**src/rtl/irq_seq_pkg.sv**
```systemverilog
package irq_seq_pkg;

    localparam int NUM_GPR   = 8;
    localparam int CTX_WORDS = NUM_GPR + 5;          // GPRs, flags, PC hi/lo, Z hi/lo
    localparam int WSEL_W    = $clog2(CTX_WORDS);
    localparam logic [WSEL_W-1:0] WSEL_FIRST = '0;
    localparam logic [WSEL_W-1:0] WSEL_LAST  = WSEL_W'(CTX_WORDS - 1);

    typedef enum logic [2:0] {
        ST_RUN,       // interrupts enabled, normal execution
        ST_WAIT,      // request accepted, waiting for instruction boundary
        ST_PUSH,      // saving context
        ST_ENTRY_LD,  // vector load after entry
        ST_HANDLER,   // handler running
        ST_CHAIN_LD,  // vector load for a chained request
        ST_POP        // restoring context
    } seq_state_t;

endpackage

```
**src/rtl/irq_prio_enc.sv**
```systemverilog
module irq_prio_enc #(
    parameter int NUM_LINES = 7,
    localparam int NW = $clog2(NUM_LINES + 1)
) (
    input  logic [NUM_LINES:1] req,
    output logic [NW-1:0]      num
);
    always_comb begin
        num = '0;
        for (int i = 1; i <= NUM_LINES; i++) begin
            if (req[i]) num = NW'(i);
        end
    end
endmodule

```
**src/rtl/irq_pend_reg.sv**
```systemverilog
module irq_pend_reg #(
    parameter int NW = 3
) (
    input  logic          clk,
    input  logic          rst,
    input  logic          capture,
    input  logic          clear,
    input  logic [NW-1:0] in_num,
    output logic [NW-1:0] pend
);
    always_ff @(posedge clk) begin
        if (rst || clear)                      pend <= '0;
        else if (capture && (in_num > pend))   pend <= in_num;
    end

    // pending number never decreases unless explicitly consumed
    AST_PEND_NO_DROP: assert property (@(posedge clk) disable iff (rst)
        (!clear && pend != '0) |=> (pend >= $past(pend)));
endmodule

```
**src/rtl/irq_word_ctr.sv**
```systemverilog
module irq_word_ctr
    import irq_seq_pkg::*;
(
    input  logic              clk,
    input  logic              rst,
    input  logic              ld_first,
    input  logic              ld_last,
    input  logic              inc,
    input  logic              dec,
    output logic [WSEL_W-1:0] idx
);
    always_ff @(posedge clk) begin
        if (rst)           idx <= WSEL_FIRST;
        else if (ld_first) idx <= WSEL_FIRST;
        else if (ld_last)  idx <= WSEL_LAST;
        else if (inc)      idx <= idx + 1'b1;
        else if (dec)      idx <= idx - 1'b1;
    end

    AST_IDX_RANGE: assert property (@(posedge clk) disable iff (rst)
        idx <= WSEL_LAST);
endmodule

```
**src/rtl/irq_seq.sv**
```systemverilog
module irq_seq
    import irq_seq_pkg::*;
#(
    parameter int NUM_LINES = 7,
    localparam int NW = $clog2(NUM_LINES + 1)
) (
    input  logic                 clk,
    input  logic                 rst,
    input  logic [NUM_LINES:1]   irq_req,
    input  logic                 instr_done,
    input  logic                 reti,
    output logic                 ie,
    output logic                 push_req,
    output logic                 pop_req,
    output logic [WSEL_W-1:0]    word_sel,
    output logic                 pc_load,
    output logic                 flags_clr,
    output logic [NW-1:0]        vec_num
);
    seq_state_t        st;
    logic              ie_q;
    logic [NW-1:0]     cur_vec;
    logic [NW-1:0]     req_num;
    logic [NW-1:0]     pend;
    logic [NW-1:0]     merged;
    logic [WSEL_W-1:0] idx;
    logic              pend_cap, pend_clr;
    logic              ld_first, ld_last, c_inc, c_dec;
    logic              chain_go, pop_end, requeue;

    irq_prio_enc #(.NUM_LINES(NUM_LINES)) u_enc (
        .req (irq_req),
        .num (req_num)
    );

    assign merged   = (req_num > pend) ? req_num : pend;
    assign chain_go = (st == ST_HANDLER) && reti && (merged != '0);
    assign pop_end  = (st == ST_POP) && (idx == WSEL_FIRST);
    assign requeue  = pop_end && (merged != '0);

    assign pend_cap = (st != ST_RUN);
    assign pend_clr = (st == ST_RUN) || chain_go || requeue;

    irq_pend_reg #(.NW(NW)) u_pend (
        .clk     (clk),
        .rst     (rst),
        .capture (pend_cap),
        .clear   (pend_clr),
        .in_num  (req_num),
        .pend    (pend)
    );

    assign ld_first = ((st == ST_RUN) && (req_num != '0)) || (st == ST_WAIT);
    assign ld_last  = (st == ST_HANDLER) && reti && (merged == '0);
    assign c_inc    = (st == ST_PUSH) && (idx != WSEL_LAST);
    assign c_dec    = (st == ST_POP) && (idx != WSEL_FIRST);

    irq_word_ctr u_ctr (
        .clk      (clk),
        .rst      (rst),
        .ld_first (ld_first),
        .ld_last  (ld_last),
        .inc      (c_inc),
        .dec      (c_dec),
        .idx      (idx)
    );

    always_ff @(posedge clk) begin
        if (rst) begin
            st      <= ST_RUN;
            ie_q    <= 1'b1;
            cur_vec <= '0;
        end else begin
            unique case (st)
                ST_RUN: if (req_num != '0) begin
                    ie_q    <= 1'b0;
                    cur_vec <= req_num;
                    st      <= instr_done ? ST_PUSH : ST_WAIT;
                end
                ST_WAIT: if (instr_done) st <= ST_PUSH;
                ST_PUSH: if (idx == WSEL_LAST) st <= ST_ENTRY_LD;
                ST_ENTRY_LD: st <= ST_HANDLER;
                ST_CHAIN_LD: st <= ST_HANDLER;
                ST_HANDLER: if (reti) begin
                    if (merged != '0) begin
                        cur_vec <= merged;
                        st      <= ST_CHAIN_LD;
                    end else begin
                        st      <= ST_POP;
                    end
                end
                ST_POP: if (idx == WSEL_FIRST) begin
                    if (merged != '0) begin
                        cur_vec <= merged;
                        st      <= ST_WAIT;
                    end else begin
                        ie_q    <= 1'b1;
                        st      <= ST_RUN;
                    end
                end
                default: st <= ST_RUN;
            endcase
        end
    end

    assign ie        = ie_q;
    assign push_req  = (st == ST_PUSH);
    assign pop_req   = (st == ST_POP);
    assign word_sel  = idx;
    assign pc_load   = (st == ST_ENTRY_LD) || (st == ST_CHAIN_LD);
    assign flags_clr = (st == ST_ENTRY_LD);
    assign vec_num   = cur_vec;

    AST_PUSH_ORDER: assert property (@(posedge clk) disable iff (rst)
        (push_req && word_sel != WSEL_LAST) |=> (push_req && word_sel == $past(word_sel) + 1'b1));
    AST_ENTRY_LOAD: assert property (@(posedge clk) disable iff (rst)
        (push_req && word_sel == WSEL_LAST) |=> (pc_load && flags_clr));
    AST_NO_STACK_IE: assert property (@(posedge clk) disable iff (rst)
        ie |-> (!push_req && !pop_req));
    AST_POP_ORDER: assert property (@(posedge clk) disable iff (rst)
        (pop_req && word_sel != WSEL_FIRST) |=> (pop_req && word_sel == $past(word_sel) - 1'b1));
    AST_IE_AFTER_POP: assert property (@(posedge clk) disable iff (rst)
        $rose(ie) |-> ($past(pop_req) && $past(word_sel) == WSEL_FIRST));
    AST_CHAIN_QUIET: assert property (@(posedge clk) disable iff (rst)
        (pc_load && !flags_clr) |=> (!push_req && !pop_req));
    AST_STROBE_EXCL: assert property (@(posedge clk) disable iff (rst)
        $countones({push_req, pop_req, pc_load}) <= 1);
endmodule

```
**config.mk**
```make
export PLATFORM = sky130hd
export DESIGN_NAME = irq_seq
export DESIGN_NICKNAME = d
export VERILOG_FILES = /design/src/rtl/irq_seq_pkg.sv /design/src/rtl/irq_prio_enc.sv /design/src/rtl/irq_pend_reg.sv /design/src/rtl/irq_word_ctr.sv /design/src/rtl/irq_seq.sv
export SDC_FILE = /design/constraint.sdc
export NUM_CORES = 1
export LEC_CHECK = 0
export ABC_CLOCK_PERIOD_IN_PS = 4050
export CORE_MARGIN = 2
export CORE_UTILIZATION = 52
export DETAILED_ROUTE_END_ITERATION = 8
export PLACE_DENSITY_LB_ADDON = 0.25
export SLEW_MARGIN = 20
export SYNTH_ARGS = -nofsm -noshare
export SYNTH_HDL_FRONTEND = slang
export SYNTH_HIERARCHICAL = 1
export SYNTH_SLANG_ARGS = --single-unit
```
**constraint.sdc**
```tcl
create_clock -name clk -period 4.05 [get_ports clk]
set_input_delay 0.6075 -clock clk [delete_from_list [all_inputs] [get_ports clk]]
set_output_delay 0.6075 -clock clk [all_outputs]
set_load 0.02 [all_outputs]
```
==> impl_metrics.env <==
export IMPL_worst_endpoint_arrival_ps=3470
export IMPL_synth_async_reset_ratio_pct=0
export IMPL_grt_usage_pct=24.24
export IMPL_cp_end_kind="flip-flop"
export IMPL_postCtsSetupBuffers=0
export IMPL_cts_buffers=3
export IMPL_syn_avg_cell_area_um2=7.720
export IMPL_hold_violations=0
export IMPL_clkLatencyLatePin_ps=290
export IMPL_drt_iter0_drc=46
export IMPL_detail_route_antenna_nets=0
export IMPL_ys_ff_latch=14
export IMPL_die_width_um=52.59
export IMPL_switchingPower_mw=0.2681
export IMPL_setup_viol=0
export IMPL_area_growth_pct=22.53
export IMPL_cap_violations=0
export IMPL_pwr_share_comb_pct=54.1
export IMPL_grt_pass1_vias=1198
export IMPL_cts_root_buf="clkbuf_4"
export IMPL_r2r_slack_ps=1470
export IMPL_antenna_found_initial=0
export IMPL_worst_slew_pin_slew_ps=520.3
export IMPL_remaining_drc_errors=0
export IMPL_critPathMaxFanout=8
export IMPL_multi_input_area_um2=889.6
export IMPL_fmax_mhz=304.4
export IMPL_gp_congestion=0.8278
export IMPL_clk_pin_slew_ps=90
export IMPL_synth_cells=159
export IMPL_hpwlAfterDp_um=2262
export IMPL_drt_first_pass_iters=5
export IMPL_tns_ps=0
export IMPL_clkPwrFrac_pct=13.0
export IMPL_max_slew_margin_rel_pct=64.99
export IMPL_antenna_cells=0
export IMPL_synth_distinct_cells=47
export IMPL_pwr_share_seq_pct=32.9
export IMPL_crit_type="in -> reg"
export IMPL_hold_start="vec_num[1]"
export IMPL_clkSinkCount=14
export IMPL_synth_warnings=6
export IMPL_rsz0062_at_grt="false"
export IMPL_critPathLaunch="irq_req[5]"
export IMPL_status="finished clean"
export IMPL_slew_violations=0
export IMPL_design_core_area_um2=2212
export IMPL_seq_area_um2=280.3
export IMPL_cp_required_ps=4240
export IMPL_synth_edff_count=0
export IMPL_timing_final_crit_share_pct=81.12
export IMPL_irDropWorstVdd_uv=265.9
export IMPL_drt_total_wl_um=2951
export IMPL_avgRoutedWirePerCell_um=14.05
export IMPL_post_cts_resized=0
export IMPL_crit_path_start_kind="input pin"
export IMPL_syn_cell_area_um2=1227
export IMPL_fill_cells=200
export IMPL_min_period_ps=3285
export IMPL_viasPerCell=6.005
export IMPL_initial_core_util_pct=55.49
export IMPL_cts_tree="built"
export IMPL_nNetsFinal=204
export IMPL_die_h_um=52.59
export IMPL_grt_pass1_wl_um=4981
export IMPL_power_density_nw_per_um2=415.4
export IMPL_fin_skew_ps=7.132
export IMPL_hold_slack_ps=476.4
export IMPL_ys_seq_area_share_pct=22.83
export IMPL_htreeDepth=1
export IMPL_rows=17
export IMPL_layout_common_cells="22 x clkdlybuf4s50_1, 17 x o21ai_0, 14 x a21oi_1, 14 x dfxtp_1, 12 x nor2_1"
export IMPL_die_area_um2=2765
export IMPL_vias=1261
export IMPL_overflow=0
export IMPL_min_path_type="reg -> reg"
export IMPL_swShare_pct=42.92
export IMPL_grt_max_degree=18
export IMPL_intPower_mw=0.3566
export IMPL_syn_num_nets=179
export IMPL_num_io_pins=23
export IMPL_ctsHoldBuffers=0
export IMPL_portBuffers=22
export IMPL_cts_buffer_depth=2
export IMPL_synth_flop_cell="dfxtp_1"
export IMPL_final_common_cell="clkdlybuf4s50_1"
export IMPL_drive_above_1_share_pct=8.791
export IMPL_leakage_nw=0.5807
export IMPL_r2r_start="u_pend/pend[2]"
==> Yosys cell counts (3+ instances only) <==
cell | n | share of area (%)
a21oi_1 | 14 | 5.7
nand2_1 | 11 | 3.4
mux2i_1 | 4 | 3.3
nor3_1 | 7 | 2.9
a211o_1 | 3 | 2.1
nor2b_1 | 4 | 2.0
dfxtp_1 | 14 | 23
or3_1 | 4 | 2.0
nand3_1 | 6 | 2.4
inv_1 | 10 | 3.1
a21boi_1 | 3 | 1.8
nor2_1 | 12 | 3.7
o21ai_0 | 17 | 6.9
nand2b_1 | 4 | 2.0
ha_1 | 8 | 8.2
==> worst max-delay path, stage by stage <==
cell and delay (ps):
clkdlybuf4s50_1 420, nor2_1 140, o21ai_0 100, nand2_1 210, ha_1 290, and3_1 220
a21oi_4 220, mux2i_1 160, nor4b_1 360, buf_4 200, nor2b_1 50, and4_4 180
a2111oi_2 320
==> through the flow <==
step / cells / total power, mW / cell area (µm²) / util [%] / setup slack (ps)
2_1_floorplan: 159 / 0.4432 / 1227 / - / 693.6
3_3_place_gp: 207 / 0.5293 / 1481 / 66.97 / 663.5
3_5_place_dp: 207 / 0.5421 / 1481 / 66.97 / 500.5
4_1_cts: 210 / 0.6241 / 1504 / 67.99 / 766.8
5_1_grt: 210 / 0.6770 / 1504 / 67.99 / 532.2
6_report: 210 / 0.6247 / 1504 / 67.99 / 764.7
==> layout make-up <==
cell class | count | area share, %
Multi-Input combinational cell | 130 | 59.15
Tap cell | 28 | 2.329
Clock buffer | 3 | 1.498
Timing Repair Buffer | 24 | 15.64
Inverter | 11 | 2.745
Sequential cell | 14 | 18.64
==> final timing paths <==
path,endpoint,cells after the start
setup / recovery,u_ctr/idx[3],13
hold / removal,vec_num[1],2
setup reg to reg,u_ctr/idx[3],10
hold reg to reg,vec_num[1],2
==> power groups by stage <==
| stage | sequential (mW) | combinational [mW] | clock, mW |
|---|---|---|---|
| 2_1_floorplan | 0.206 | 0.237 | 0 |
| 3_3_place_gp | 0.207 | 0.323 | 0 |
| 3_5_place_dp | 0.208 | 0.334 | 0 |
| 4_1_cts | 0.205 | 0.336 | 0.0835 |
| 5_1_grt | 0.211 | 0.378 | 0.0883 |
| 6_report | 0.206 | 0.338 | 0.0811 |
==> sequential cells by signal, summed over array words and instances, names as in the netlist <==
| name | cells |
|---|---|
| ie | 1 |
| u_pend/pend | 3 |
| u_ctr/idx | 4 |
| st | 3 |
| vec_num | 3 |
==> kinds of logic (layout without fill, tap and decap cells) <==
group	Yosys count	count (layout)	share of synthesized area (%)
compound gates	51	51	27.93
flops	14	14	22.83
simple gates	63	63	28.95
fa+ha+maj	9	9	9.786
buf+inv	15	38	4.689
xor+xnor	2	2	1.427
mux	5	5	4.383
==> routing by layer <==
metal	part of all wire, %	wire, µm	track usage, %
met1	46	1357	29.35
met2	49	1450	41.67
met3	3.6	106	5.143
met4	1.3	38	8.974
met5	0	0	0
No activity file was read; power rests on OpenSTA's default activity.
